### src/rtl/pll_mode_pkg.sv
package pll_mode_pkg;

  typedef enum logic [1:0] {
    MODE_BYP    = 2'b00,
    MODE_MUL    = 2'b01,
    MODE_LOOPPD = 2'b10,
    MODE_FULLPD = 2'b11
  } modeT;

  // control -> datapath
  typedef struct packed {
    logic wrCfg;     // accepted write: sample the off bit
    logic saveMode;  // entering full powerdown: record prior mode
    logic savedMul;  // prior mode was multiply
  } ctrlStrobesT;

  // datapath -> control
  typedef struct packed {
    logic firstCycle; // strap capture edge
    logic strapByp;   // bypass strap (live on capture edge, frozen after)
    logic wakeSync;   // synchronized wake event
    logic pllOff;     // stored off bit
    logic wasMul;     // recorded prior mode
  } dpStatusT;

endpackage

### src/rtl/pll_mode_dp.sv
module pll_mode_dp
  import pll_mode_pkg::*;
#(
  parameter int MUL_W       = 7,
  parameter int SYNC_STAGES = 2
) (
  input  logic              clk,
  input  logic              rstN,
  input  logic              strapBypass,
  input  logic              strapDiv2,
  input  logic [MUL_W-1:0]  strapMulSel,
  input  logic              wakeAsync,
  input  logic              cfgPllOff,
  input  ctrlStrobesT       strobes,
  output dpStatusT          status,
  output logic              divEnable,
  output logic [MUL_W-1:0]  mulValue
);

  localparam int SYNC_LAST = SYNC_STAGES - 1;

  logic             capDone;
  logic             bypQ;
  logic             divQ;
  logic [MUL_W-1:0] mulQ;
  logic             pllOffQ;
  logic             wasMulQ;
  logic [SYNC_LAST:0] syncQ;

  // strap capture, once per reset
  always_ff @(posedge clk or negedge rstN) begin
    if (!rstN) begin
      capDone <= 1'b0;
      bypQ    <= 1'b0;
      divQ    <= 1'b0;
      mulQ    <= '0;
    end else if (!capDone) begin
      capDone <= 1'b1;
      bypQ    <= strapBypass;
      divQ    <= strapDiv2;
      mulQ    <= strapMulSel;
    end
  end

  // wake synchronizer
  generate
    if (SYNC_STAGES > 1) begin : g_syncChain
      always_ff @(posedge clk or negedge rstN) begin
        if (!rstN) syncQ <= '0;
        else       syncQ <= {syncQ[SYNC_LAST-1:0], wakeAsync};
      end
    end else begin : g_syncSingle
      always_ff @(posedge clk or negedge rstN) begin
        if (!rstN) syncQ <= '0;
        else       syncQ <= wakeAsync;
      end
    end
  endgenerate

  // configuration and prior-mode record
  always_ff @(posedge clk or negedge rstN) begin
    if (!rstN) begin
      pllOffQ <= 1'b0;
      wasMulQ <= 1'b0;
    end else begin
      if (strobes.wrCfg)    pllOffQ <= cfgPllOff;
      if (strobes.saveMode) wasMulQ <= strobes.savedMul;
    end
  end

  always_comb begin
    status.firstCycle = !capDone;
    status.strapByp   = capDone ? bypQ : strapBypass;
    status.wakeSync   = syncQ[SYNC_LAST];
    status.pllOff     = pllOffQ;
    status.wasMul     = wasMulQ;
  end

  assign divEnable = divQ;
  assign mulValue  = bypQ ? '0 : mulQ;

endmodule

### src/rtl/pll_mode_fsm.sv
module pll_mode_fsm
  import pll_mode_pkg::*;
(
  input  logic        clk,
  input  logic        rstN,
  input  logic        cfgWrEn,
  input  logic [1:0]  cfgModeReq,
  input  logic        pllLock,
  input  dpStatusT    status,
  output ctrlStrobesT strobes,
  output logic [1:0]  modeCode,
  output logic        pllEnable
);

  modeT mode, nMode;
  logic pendMul, nPendMul;

  always_ff @(posedge clk or negedge rstN) begin
    if (!rstN) begin
      mode    <= MODE_BYP;
      pendMul <= 1'b0;
    end else begin
      mode    <= nMode;
      pendMul <= nPendMul;
    end
  end

  always_comb begin
    nMode    = mode;
    nPendMul = pendMul;
    strobes  = '0;
    if (status.firstCycle) begin
      nPendMul = !status.strapByp;
    end else if (mode == MODE_FULLPD) begin
      if (status.wakeSync) begin
        if (status.wasMul) begin
          nMode    = MODE_BYP;
          nPendMul = 1'b1;
        end else if (status.pllOff) begin
          nMode = MODE_BYP;
        end else begin
          nMode = MODE_LOOPPD;
        end
      end
    end else if (cfgWrEn) begin
      strobes.wrCfg = 1'b1;
      unique case (modeT'(cfgModeReq))
        MODE_BYP: begin
          nMode    = MODE_BYP;
          nPendMul = 1'b0;
        end
        MODE_MUL: begin
          if (!status.strapByp) begin
            if (pllLock) begin
              nMode    = MODE_MUL;
              nPendMul = 1'b0;
            end else begin
              nMode    = MODE_BYP;
              nPendMul = 1'b1;
            end
          end
        end
        MODE_LOOPPD: begin
          nMode    = MODE_LOOPPD;
          nPendMul = 1'b0;
        end
        MODE_FULLPD: begin
          strobes.saveMode = 1'b1;
          strobes.savedMul = (mode == MODE_MUL);
          nMode            = MODE_FULLPD;
          nPendMul         = 1'b0;
        end
        default: ;
      endcase
    end else if (mode == MODE_BYP && pendMul && pllLock) begin
      nMode    = MODE_MUL;
      nPendMul = 1'b0;
    end
  end

  assign modeCode  = mode;
  assign pllEnable = (mode == MODE_BYP) || (mode == MODE_MUL);

endmodule

### src/rtl/pll_mode_ctrl.sv
module pll_mode_ctrl
  import pll_mode_pkg::*;
#(
  parameter int MUL_W       = 7,
  parameter int SYNC_STAGES = 2
) (
  input  logic             clk,
  input  logic             rstN,
  input  logic             cfgWrEn,
  input  logic [1:0]       cfgModeReq,
  input  logic             cfgPllOff,
  input  logic             wakeAsync,
  input  logic             pllLock,
  input  logic             strapBypass,
  input  logic             strapDiv2,
  input  logic [MUL_W-1:0] strapMulSel,
  output logic [1:0]       modeCode,
  output logic             pllEnable,
  output logic             divEnable,
  output logic [MUL_W-1:0] mulValue
);

  ctrlStrobesT strobes;
  dpStatusT    status;

  pll_mode_fsm u_fsm (
    .clk        (clk),
    .rstN       (rstN),
    .cfgWrEn    (cfgWrEn),
    .cfgModeReq (cfgModeReq),
    .pllLock    (pllLock),
    .status     (status),
    .strobes    (strobes),
    .modeCode   (modeCode),
    .pllEnable  (pllEnable)
  );

  pll_mode_dp #(.MUL_W(MUL_W), .SYNC_STAGES(SYNC_STAGES)) u_dp (
    .clk         (clk),
    .rstN        (rstN),
    .strapBypass (strapBypass),
    .strapDiv2   (strapDiv2),
    .strapMulSel (strapMulSel),
    .wakeAsync   (wakeAsync),
    .cfgPllOff   (cfgPllOff),
    .strobes     (strobes),
    .status      (status),
    .divEnable   (divEnable),
    .mulValue    (mulValue)
  );

endmodule

### config.mk
export PLATFORM = sky130hd
export DESIGN_NAME = pll_mode_ctrl
export DESIGN_NICKNAME = d
export VERILOG_FILES = /design/src/rtl/pll_mode_pkg.sv /design/src/rtl/pll_mode_dp.sv /design/src/rtl/pll_mode_fsm.sv /design/src/rtl/pll_mode_ctrl.sv
export SDC_FILE = /design/constraint.sdc
export NUM_CORES = 1
export LEC_CHECK = 0
export ABC_AREA = 1
export BUFFER_PORTS_ARGS = -buffer_cell sky130_fd_sc_hd__buf_2
export CAP_MARGIN = 20
export CORE_MARGIN = 4
export CORE_UTILIZATION = 47
export DETAILED_ROUTE_END_ITERATION = 16
export PLACE_DENSITY = 0.76
export SETUP_SLACK_MARGIN = 0.4
export SYNTH_ARGS = -nofsm -noshare
export SYNTH_HDL_FRONTEND = slang
export SYNTH_SLANG_ARGS = --single-unit
### constraint.sdc
create_clock -name clk -period 1.33 [get_ports clk]
set_input_delay 0 -clock clk [delete_from_list [all_inputs] [get_ports clk]]
set_output_delay 0 -clock clk [all_outputs]
set_load 0.05 [all_outputs]
# ---- Word level (Yosys, flattened, before mapping)
# Cells that the tools add are included.
# W data, S select, Z words.
dict set report word_totals {
  word_cells 54
  regBits 17
  input_bits 17
  output_inout_bits 11
}
dict set report op_classes {
  mux 24
  n_reduce_logical 10
  n_eq_ne 11
}
# cell n
set ops {}
lappend ops {{$mux W2} 8}
lappend ops {{$mux W1} 10}
lappend ops {{$mux W3} 3}
lappend ops {{$ne A4 B4 Y1 const B} 2}
lappend ops {{$pmux W2 S4} 1}
lappend ops {{$reduce_and A4 Y1} 2}
lappend ops {{$mux W7} 1}
lappend ops {{$eq A2 B2 Y1 const B} 3}
lappend ops {{$ne A3 B3 Y1 const B} 2}
lappend ops {{$ne A5 B5 Y1 const B} 1}
lappend ops {{$eq A2 B1 Y1 const B} 2}
lappend ops {{$logic_not A2 Y1} 2}
lappend ops {{$reduce_bool A3 Y1} 1}
lappend ops {{$reduce_or A3 Y1} 1}
lappend ops {{$logic_and A1 B1 Y1} 2}
lappend ops {{$ne A2 B1 Y1 const B} 1}
lappend ops {{$pmux W1 S2} 1}
lappend ops {{$logic_not A1 Y1} 1}
lappend ops {{$logic_or A1 B1 Y1} 1}

# ---- Logic depth before layout (Yosys ltp)
# Gate-level depths: netlist of run 1.
dict set report depth {
  depth_word 7
  mapped_depth 8
  depth_no_buf 8
}

# ---- By module
# Synthesis of run 1 repeated with hierarchy kept, for this count alone.
dict set report unflattened {
  hier_cells 113
  area_unflattened_um2 857.1
}
# mod area_each_um2 seq_area_each_um2 n_inst cells_each
set by_module_without_submodules {}
lappend by_module_without_submodules {pll_mode_dp 588.1 350.3 1 70}
lappend by_module_without_submodules {pll_mode_fsm 269.0 75.1 1 43}

# ---- Least setup slack after synthesis of run 1
# No wires, ideal clock.
dict set report synth_path {
  path_type {flip-flop to flip-flop}
  start {register u_fsm.mode[1] (netlist: u_fsm.modeCode[1])}
  end {register u_dp.wasMulQ}
  path_stages_with_launch 4
  arrival_time_ns 1.343
  synth_period_minus_slack_ns 1.471
  n_path_buf 0
  path_slack_ns -0.141
  setup_ns 0.128
  t_required_ns 1.202
  cell_sequence {dfrtp_1 -> inv_1 -> nand3_1 -> o21ai_0}
}
dict set report synth_between {
  elab_chain_len 5
  word_cells_on_any_way 6
  cone_classes {eq/ne: 2; mux: 4}
}
# element line
set synth_rtl {}
lappend synth_rtl {{from (decl)} pll_mode_fsm.sv:15} ;# modeT mode, nMode;
lappend synth_rtl {{from (signal assigned)} pll_mode_fsm.sv:23} ;# mode <= nMode;
lappend synth_rtl {{$eq A2 B1 Y1} pll_mode_fsm.sv:69} ;# strobes.savedMul = (mode == MODE_MUL);
lappend synth_rtl {{$mux W2} pll_mode_fsm.sv:47} ;# unique case (modeT'(cfgModeReq))
lappend synth_rtl {{$mux W3} pll_mode_fsm.sv:45} ;# end else if (cfgWrEn) begin
lappend synth_rtl {{$mux W3 (*)} pll_mode_fsm.sv:34} ;# end else if (mode == MODE_FULLPD) begin
lappend synth_rtl {{$mux W3 (*)} pll_mode_fsm.sv:32} ;# if (status.firstCycle) begin
lappend synth_rtl {{to (signal assigned)} pll_mode_dp.sv:67} ;# if (strobes.saveMode) wasMulQ <= strobes.savedMul;
lappend synth_rtl {{to (decl)} pll_mode_dp.sv:27} ;# logic wasMulQ;
# Every way passes the cells marked *; elsewhere a longest branch is shown, timed or not.
# A chain may end at the register's enable or synchronous reset.

# ---- Worst setup path in the final report of run 1
dict set report layout_path {
  start {register u_fsm.mode[1] (netlist: u_fsm.modeCode[1])}
  end {register u_fsm.pendMul}
}
dict set report layout_between {
  elab_chain_len 5
  word_cells_on_any_way 11
  cone_classes {eq/ne: 5; mux: 2; reduce/logical: 4}
}
# element line
set layout_rtl {}
lappend layout_rtl {{$logic_not A2 Y1} pll_mode_fsm.sv:75} ;# end else if (mode == MODE_BYP && pendMul && pllLock) begin
lappend layout_rtl {{$logic_and A1 B1 Y1 (2 in a row)} pll_mode_fsm.sv:75}
lappend layout_rtl {{$ne A4 B4 Y1 (no line)} n/a}
lappend layout_rtl {{$reduce_and A4 Y1 (no line)} n/a}
lappend layout_rtl {{to (signal assigned)} pll_mode_fsm.sv:24} ;# pendMul <= nPendMul;
lappend layout_rtl {{to (decl)} pll_mode_fsm.sv:16} ;# logic pendMul, nPendMul;
# Several ways; a longest one is shown, not always the timed one.

==> flow_metrics.py, run 1 <==
metrics = {
    "clock_tree": {
        "cts_buffers": 3,
        "clock_path_buffers": 2,
        "clock_sinks": 17,
        "clock_latency_ns": 0.29,
        "holdBufCountCts": 11,
        "cts-root-buf": "clkbuf_4",
        "cts_htree_levels": 1,
        "clk_pin_slew_worst_paths_ns": 0.10,
        "tritoncts": "done",
    },
    "logic_synthesis": {
        "synthTopCellsByArea": "dfrtp_1 (53%), nand2_1 (13%), inv_1 (6.5%)",
        "synthFlopType": "dfrtp_1",
        "synthesis.nets": 121,
        "synth_seq_cells": 17,
        "yosysTopAreaCellShare_pct": 52.80,
        "yosysMostFrequentCell": "nand2_1",
        "synth_cells": 104,
        "synth_edf_count": 0,
        "seq_area_frac_synth_pct": 52.80,
        "syn_area_um2": 805.8,
        "yosys-top-cells-count": "nand2_1 (28), dfrtp_1 (17), inv_1 (14), nor2_1 (12)",
        "synth_area_per_cell_um2": 7.748,
        "synth.largest_area_cell": "dfrtp_1",
        "synth_cell_types": 16,
        "synth_warnings": 0,
        "synthArstFlopShare_pct": 100.0,
    },
    "placement": {
        "dpl.hpwl_um": 1260,
        "port_buffers": 27,
        "place_area_um2": 1008,
        "gp_congestion": 0.7644,
    },
    "critical_path": {
        "path_common_cell": "nand2_1",
        "r2r_cells": 7,
        "critical_path.top_delay_family": "flip-flops",
        "critPathLaunchType": "flop",
        "crit_type": "reg -> reg",
        "cp.required_ns": 1.51,
        "path_max_fanout": 6,
        "regToRegSetupSlack_ns": 0.05,
        "cp-end-kind": "flop",
        "cp_num_buf_inv": 2,
        "r2r-start": "u_fsm.modeCode[1]$_DFFE_PN0P_",
        "crit_arrival_ns": 1.46,
        "r2r-end": "u_fsm.pendMul$_DFFE_PN0P_",
        "critPathSlowestCell": "dfrtp_4",
        "crit_chain": "buf_4, nand4_1, nand2_1, inv_1, nand3_1, nand2_1, nand2_1",
        "slowest_delay_ns": 0.57,
    },
    "power_and_ir_drop": {
        "power_uw": 1948,
        "peakVddDrop_v": 0.001127,
        "p_per_area_nw_per_um2": 1404,
        "leakagePower_uw": 0.0006933,
    },
    "route": {
        "vias": 914,
        "ant_nets": 0,
        "drc_errors": 0,
        "drt_iter0_drc": 26,
        "drtPass1Iterations": 4,
        "wirelength_um": 2818,
        "via_per_inst": 5.376,
        "post_drt_wl_per_cell_um": 16.58,
    },
    "global_routing": {
        "grt_max_degree": 18,
        "antenna_found_initial": 0,
        "grt_pass1_vias": 895,
        "track_usage_pct": 21.44,
        "grt_first_pass_wirelength_um": 3926,
        "grt.overflow.total": 0,
    },
    "sta": {
        "fin_skew_ns": 0.01222,
        "finalCriticalPeriod_ns": 1.279,
        "slew_violations": 0,
        "setup_tns_ns": 0,
        "hold_ws_ns": -0.02664,
        "max_freq_mhz": 781.8,
        "hold_viol": 1,
        "rsz0062_at_grt": "true",
        "setup_viol": 0,
        "period_share_pct": 96.17,
    },
    "final_layout": {
        "area.growth.synth_to_final_pct": 72.20,
        "postLayoutCoreUtil_pct": 89.00,
        "design_area_um2": 1388,
        "fillCellCount": 71,
        "finalNetCount": 172,
        "drive_gt1_share_pct": 43.51,
        "num_antenna_cells": 0,
    },
    "floorplan": {
        "top_level_ports": 28,
        "dieHeight_um": 49.41,
        "core-area_um2": 1559,
        "die-area_um2": 2441,
        "die_x_um": 49.41,
        "num_rows": 14,
        "start_util_pct": 51.69,
    },
    "worst_hold_path": {
        "worst_hold_path_type": "in -> reg",
        "min_path_cells": 3,
        "hold_start": "strapBypass",
        "hold_end": "u_dp.bypQ$_DFF_PN0_",
    },
    "run_status": {
        "outcome": "finished with violations",
        "violations": "negative hold slack",
    },
    "run": {
        "maxCapViolations": 0,
    },
}
[placed cells by master (no fill, tap or decap), types with 3 or more instances in the layout]
| cell type | instances |
|---|---|
| buf_2 | 16 |
| buf_4 | 6 |
| buf_6 | 10 |
| buf_8 | 4 |
| clkbuf_4 | 3 |
| dfrtp_1 | 14 |
| dlygate4sd3_1 | 11 |
| inv_1 | 13 |
| nand2_1 | 26 |
| nand2_2 | 5 |
| nand3_1 | 6 |
| nand3_2 | 4 |
| nor2_1 | 3 |
| nor2_4 | 8 |
| o21ai_1 | 9 |
[per-stage QoR]
step / worst slack (ns) / instances
floorplan: 0.1433 / 104
global placement: 0.1670 / 147
detailed placement: 0.1472 / 147
CTS: 0.1302 / 169
global route: 0.01883 / 170
finish: 0.05088 / 170
[worst register-to-register path, stage by stage (launching register included)]
cell and delay (ns):
dfrtp_4 0.57, buf_4 0.17, nand4_1 0.08, nand2_1 0.09, inv_1 0.07, nand3_1 0.07
nand2_1 0.06, nand2_1 0.05
[metal layers]
layer / global-route usage [%] / vias up / share of wire (%)
met5: 0 / - / 0
met4: 5.991 / 0 / 3.6
met3: 6.116 / 14 / 7.3
met2: 39.51 / 56 / 54
met1: 23.70 / 421 / 35
li1: - / 423 / -
[layout make-up]
type,instances,area [um2],share of cell area [%]
Clock buffer,4,26.28,1.894
Multi-Input combinational cell,70,419.2,30.21
Sequential cell,17,431.7,31.11
Timing Repair Buffer,48,427.9,30.84
Inverter,15,62.56,4.509
Tap cell,16,20.02,1.443
[cell families (layout without fill, tap and decap cells)]
family | count (synthesis) | in the layout | share of synthesized area (%)
and+or+nand+nor | 56 | 56 | 29.50
DFF | 17 | 17 | 52.80
buffers and inverters | 17 | 67 | 8.073
AOI/OAI and AO/OA | 13 | 13 | 9.163
other | 1 | 1 | 0.4654
[state kept, by name, summed over array words and instances, names as in the netlist]
register / flops
u_dp.capDone: 1
u_fsm.pendMul: 1
u_dp.divEnable: 1
u_fsm.modeCode: 2
u_dp.syncQ: 2
u_dp.pllOffQ: 1
u_dp.wasMulQ: 1
u_dp.mulQ: 7
u_dp.bypQ: 1
[where the power goes]
part	switching [uW]	internal (uW)
Sequential	145	621
Clock	152	117
Combinational	548	365
Total	845	1100
[worst max path at each step]
stage                                        startpoint                        end  slack [ns]  depth (start not counted)
after detailed placement  u_fsm.modeCode[1]$_DFFE_PN0P_  u_fsm.pendMul$_DFFE_PN0P_        0.15                          6
after CTS                 u_fsm.modeCode[1]$_DFFE_PN0P_  u_fsm.pendMul$_DFFE_PN0P_        0.13                          6
final                     u_fsm.modeCode[1]$_DFFE_PN0P_  u_fsm.pendMul$_DFFE_PN0P_        0.05                          7
after global routing      u_fsm.modeCode[1]$_DFFE_PN0P_  u_fsm.pendMul$_DFFE_PN0P_        0.02                          7
after floorplan           u_fsm.modeCode[1]$_DFFE_PN0P_   u_dp.wasMulQ$_DFFE_PN0P_        0.14                          3
after global placement    u_fsm.modeCode[1]$_DFFE_PN0P_  u_fsm.pendMul$_DFFE_PN0P_        0.17                          6
[what timing repair did]
item | in CTS | in global routing
gates resized for setup | 44 | 18
gates cloned | 1 | 0
setup buffers | 6 | 1
endpoints found under the setup margin | 22 | 24
pin swaps | 10 | 2
hold endpoints to repair | 28 | 1
Power figures use the tool's default switching activity.
==> run 2: changes to the inputs <==
--- a/config.mk
+++ b/config.mk
@@ -5,13 +5,12 @@
 export SDC_FILE = /design/constraint.sdc
 export NUM_CORES = 1
 export LEC_CHECK = 0
-export ABC_AREA = 1
 export BUFFER_PORTS_ARGS = -buffer_cell sky130_fd_sc_hd__buf_2
 export CAP_MARGIN = 20
 export CORE_MARGIN = 4
-export CORE_UTILIZATION = 47
+export CORE_UTILIZATION = 46
 export DETAILED_ROUTE_END_ITERATION = 16
-export PLACE_DENSITY = 0.76
+export PLACE_DENSITY = 0.75
 export SETUP_SLACK_MARGIN = 0.4
 export SYNTH_ARGS = -nofsm -noshare
 export SYNTH_HDL_FRONTEND = slang
==> run 2 against run 1 <==
The flow finishes with violations (negative setup slack). Global-route usage shrank 0.083 points. Combinational power grew 41%. Clock skew fell by 0.010 ns. Register-to-register slack worse by 0.26 ns. Cell count shrank 21%. Clock power rose by 5%. Critical path type unchanged. Non-clock buffer count is 3 higher. Count of clock-buffer cells in the layout unchanged. Highest routed layer unchanged. Largest power group unchanged.
==> flow_metrics.py, run 2 <==
metrics = {
    "run_status": {
        "outcome": "finished with violations",
        "violations": "negative setup slack",
    },
    "logic_synthesis": {
        "yosysTopAreaCellShare_pct": 55.46,
        "yosys-top-cells-count": "dfrtp_1 (17), mux2_2 (9), nor2b_1 (7), nand2_1 (5), o21ai_0 (3)",
        "synth_area_per_cell_um2": 11.80,
        "synth_warnings": 0,
        "synth_cells": 65,
        "synth_seq_cells": 17,
        "synth_edf_count": 0,
        "synthTopCellsByArea": "dfrtp_1 (55%), mux2_2 (13%), nor2b_1 (5.7%)",
        "synth.largest_area_cell": "dfrtp_1",
        "synthesis.nets": 82,
        "yosysMostFrequentCell": "dfrtp_1",
        "synthFlopType": "dfrtp_1",
        "seq_area_frac_synth_pct": 55.46,
        "synth_cell_types": 24,
        "synthArstFlopShare_pct": 100.0,
        "syn_area_um2": 767.0,
    },
    "run": {
        "maxCapViolations": 0,
    },
    "sta": {
        "finalCriticalPeriod_ns": 1.536,
        "setup_viol": 4,
        "rsz0062_at_grt": "true",
        "max_freq_mhz": 651.0,
        "period_share_pct": 115.5,
        "setup_ws_ns": -0.2060,
        "hold_viol": 0,
        "fin_skew_ns": 0.001918,
        "slew_violations": 0,
        "setup_tns_ns": -0.4942,
    },
    "floorplan": {
        "top_level_ports": 28,
        "num_rows": 14,
        "core-area_um2": 1541,
        "die-area_um2": 2385,
        "die_x_um": 48.84,
        "dieHeight_um": 48.84,
        "start_util_pct": 49.76,
    },
    "clock_tree": {
        "clk_pin_slew_worst_paths_ns": 0.10,
        "cts-root-buf": "clkbuf_4",
        "tritoncts": "done",
        "clock_path_buffers": 2,
        "cts_htree_levels": 1,
        "clock_sinks": 17,
        "clock_latency_ns": 0.29,
        "cts_buffers": 3,
    },
    "critical_path": {
        "cp-end-kind": "flop",
        "path_max_fanout": 4,
        "crit_chain": "and3_1, or3_1, and3_4, mux2_4",
        "cp.required_ns": 1.51,
        "crit_arrival_ns": 1.72,
        "critPathLaunchType": "flop",
        "regToRegSetupSlack_ns": -0.21,
        "slowest_delay_ns": 0.44,
        "critPathSlowestCell": "dfrtp_2",
        "crit_type": "reg -> reg",
    },
    "route": {
        "wirelength_um": 2280,
        "drc_errors": 0,
        "via_per_inst": 5.200,
        "vias": 702,
        "ant_nets": 0,
        "drt_iter0_drc": 9,
        "drtPass1Iterations": 4,
        "post_drt_wl_per_cell_um": 16.89,
    },
    "placement": {
        "port_buffers": 27,
        "dpl.hpwl_um": 1260,
        "dp.cells": 114,
        "place_area_um2": 1005,
        "gp_congestion": 0.8449,
        "preCtsSetupSlack_ns": -0.2004,
    },
    "final_layout": {
        "layout_common_cells": "buf_2 (16), dfrtp_1 (13), dlygate4sd3_1 (12)",
        "num_antenna_cells": 0,
        "design_area_um2": 1408,
        "fillCellCount": 57,
        "area.growth.synth_to_final_pct": 83.52,
        "drive_gt1_share_pct": 58.82,
        "largest_reg_flops": 7,
        "finalNetCount": 137,
        "final_cells": 135,
        "final_common_cell": "buf_2",
        "largest-register": "u_dp.mulQ",
    },
    "power_and_ir_drop": {
        "p_per_area_nw_per_um2": 1632,
        "leakagePower_uw": 0.0006856,
        "peakVddDrop_v": 0.001167,
        "power_uw": 2298,
    },
    "global_routing": {
        "antenna_found_initial": 0,
        "grt.overflow.total": 0,
        "track_usage_pct": 21.36,
        "grt_max_degree": 18,
        "grt_pass1_vias": 836,
        "grt_first_pass_wirelength_um": 3933,
    },
    "worst_hold_path": {
        "worst_hold_path_type": "in -> reg",
    },
}
run 2: cell count changes in the layout (fill, tap and decap cells not counted), moves of 3 or more:
cell,previous run,this run
nand3_2,4,1
nor2b_4,0,7
nand2_2,5,0
o21ai_1,9,0
o21ai_0,0,3
nand2_1,26,4
nor2_4,8,0
nand3_1,6,0
mux2_4,0,10
inv_1,13,1
buf_8,4,9
run 2: critical path: cells and delay by family (launching register included):
kind	cells	cell delay (ns)
multiplexers	1	0.29
AND/OR/NAND/NOR	3	0.69
flip-flops	1	0.44
run 2: per-stage QoR:
step	util, %	hold slack (ns)
floorplan	-	-0.2956
global placement	65.18	-0.05805
detailed placement	65.18	-0.05865
CTS	87.91	0.05486
global route	91.31	0.06665
finish	91.31	0.06875
run 2: per-layer routing:
| layer | routed length, um | part of all wire, % | GRT usage, % |
|---|---|---|---|
| met1 | 947 | 42 | 26.23 |
| met2 | 1213 | 53 | 36.96 |
| met3 | 79 | 3.5 | 4.587 |
| met4 | 39 | 1.7 | 6.726 |
| met5 | 0 | 0 | 0 |
run 2: area by class of cell:
type	instances	area, um2	area share, %
tap	16	20.02	1.422
inverter	2	10.01	0.7111
sequential	17	430.4	30.58
multi-input combinational	45	446.7	31.73
clock buffer	4	26.28	1.867
timing repair buffer	51	474.2	33.69
run 2: worst paths after layout:
kind,startpoint,to,depth (start not counted)
max in group asynchronous,rstN,u_fsm.modeCode[0]$_DFFE_PN0P_,2
max,u_fsm.modeCode[0]$_DFFE_PN0P_,u_fsm.modeCode[0]$_DFFE_PN0P_,4
min,pllLock,u_fsm.pendMul$_DFFE_PN0P_,3
min in group asynchronous,rstN,u_dp.syncQ[0]$_DFF_PN0_,2
min reg2reg,u_dp.syncQ[0]$_DFF_PN0_,u_dp.syncQ[1]$_DFF_PN0_,0
max reg2reg,u_fsm.modeCode[0]$_DFFE_PN0P_,u_fsm.modeCode[0]$_DFFE_PN0P_,4
run 2: where the power goes:
group / leakage (uW) / switching [uW] / internal, uW
sequential: 0.000194 / 91.4 / 631
clock: 0.0000150 / 165 / 117
combinational: 0.000476 / 628 / 666
total: 0.000686 / 884 / 1410
run 2: cells by family (layout without fill, tap and decap cells):
| kind of cell | Yosys count | count (layout) | synth area share, % |
|---|---|---|---|
| other cells | 1 | 1 | 0.4889 |
| buf+inv | 3 | 57 | 1.468 |
| mux | 10 | 10 | 15.17 |
| simple gates | 23 | 23 | 17.78 |
| compound gates | 11 | 11 | 9.625 |
| flops | 17 | 17 | 55.47 |
run 2: what timing repair did:
action / in CTS / in global routing
resized for setup: 50 / 13
gates cloned: 0 / 0
buffers inserted: 4 / 1
setup endpoints to repair: 23 / 24
pin swaps: 2 / 2
hold endpoints to repair: 28 / 0
hold buffers: 12 / 0
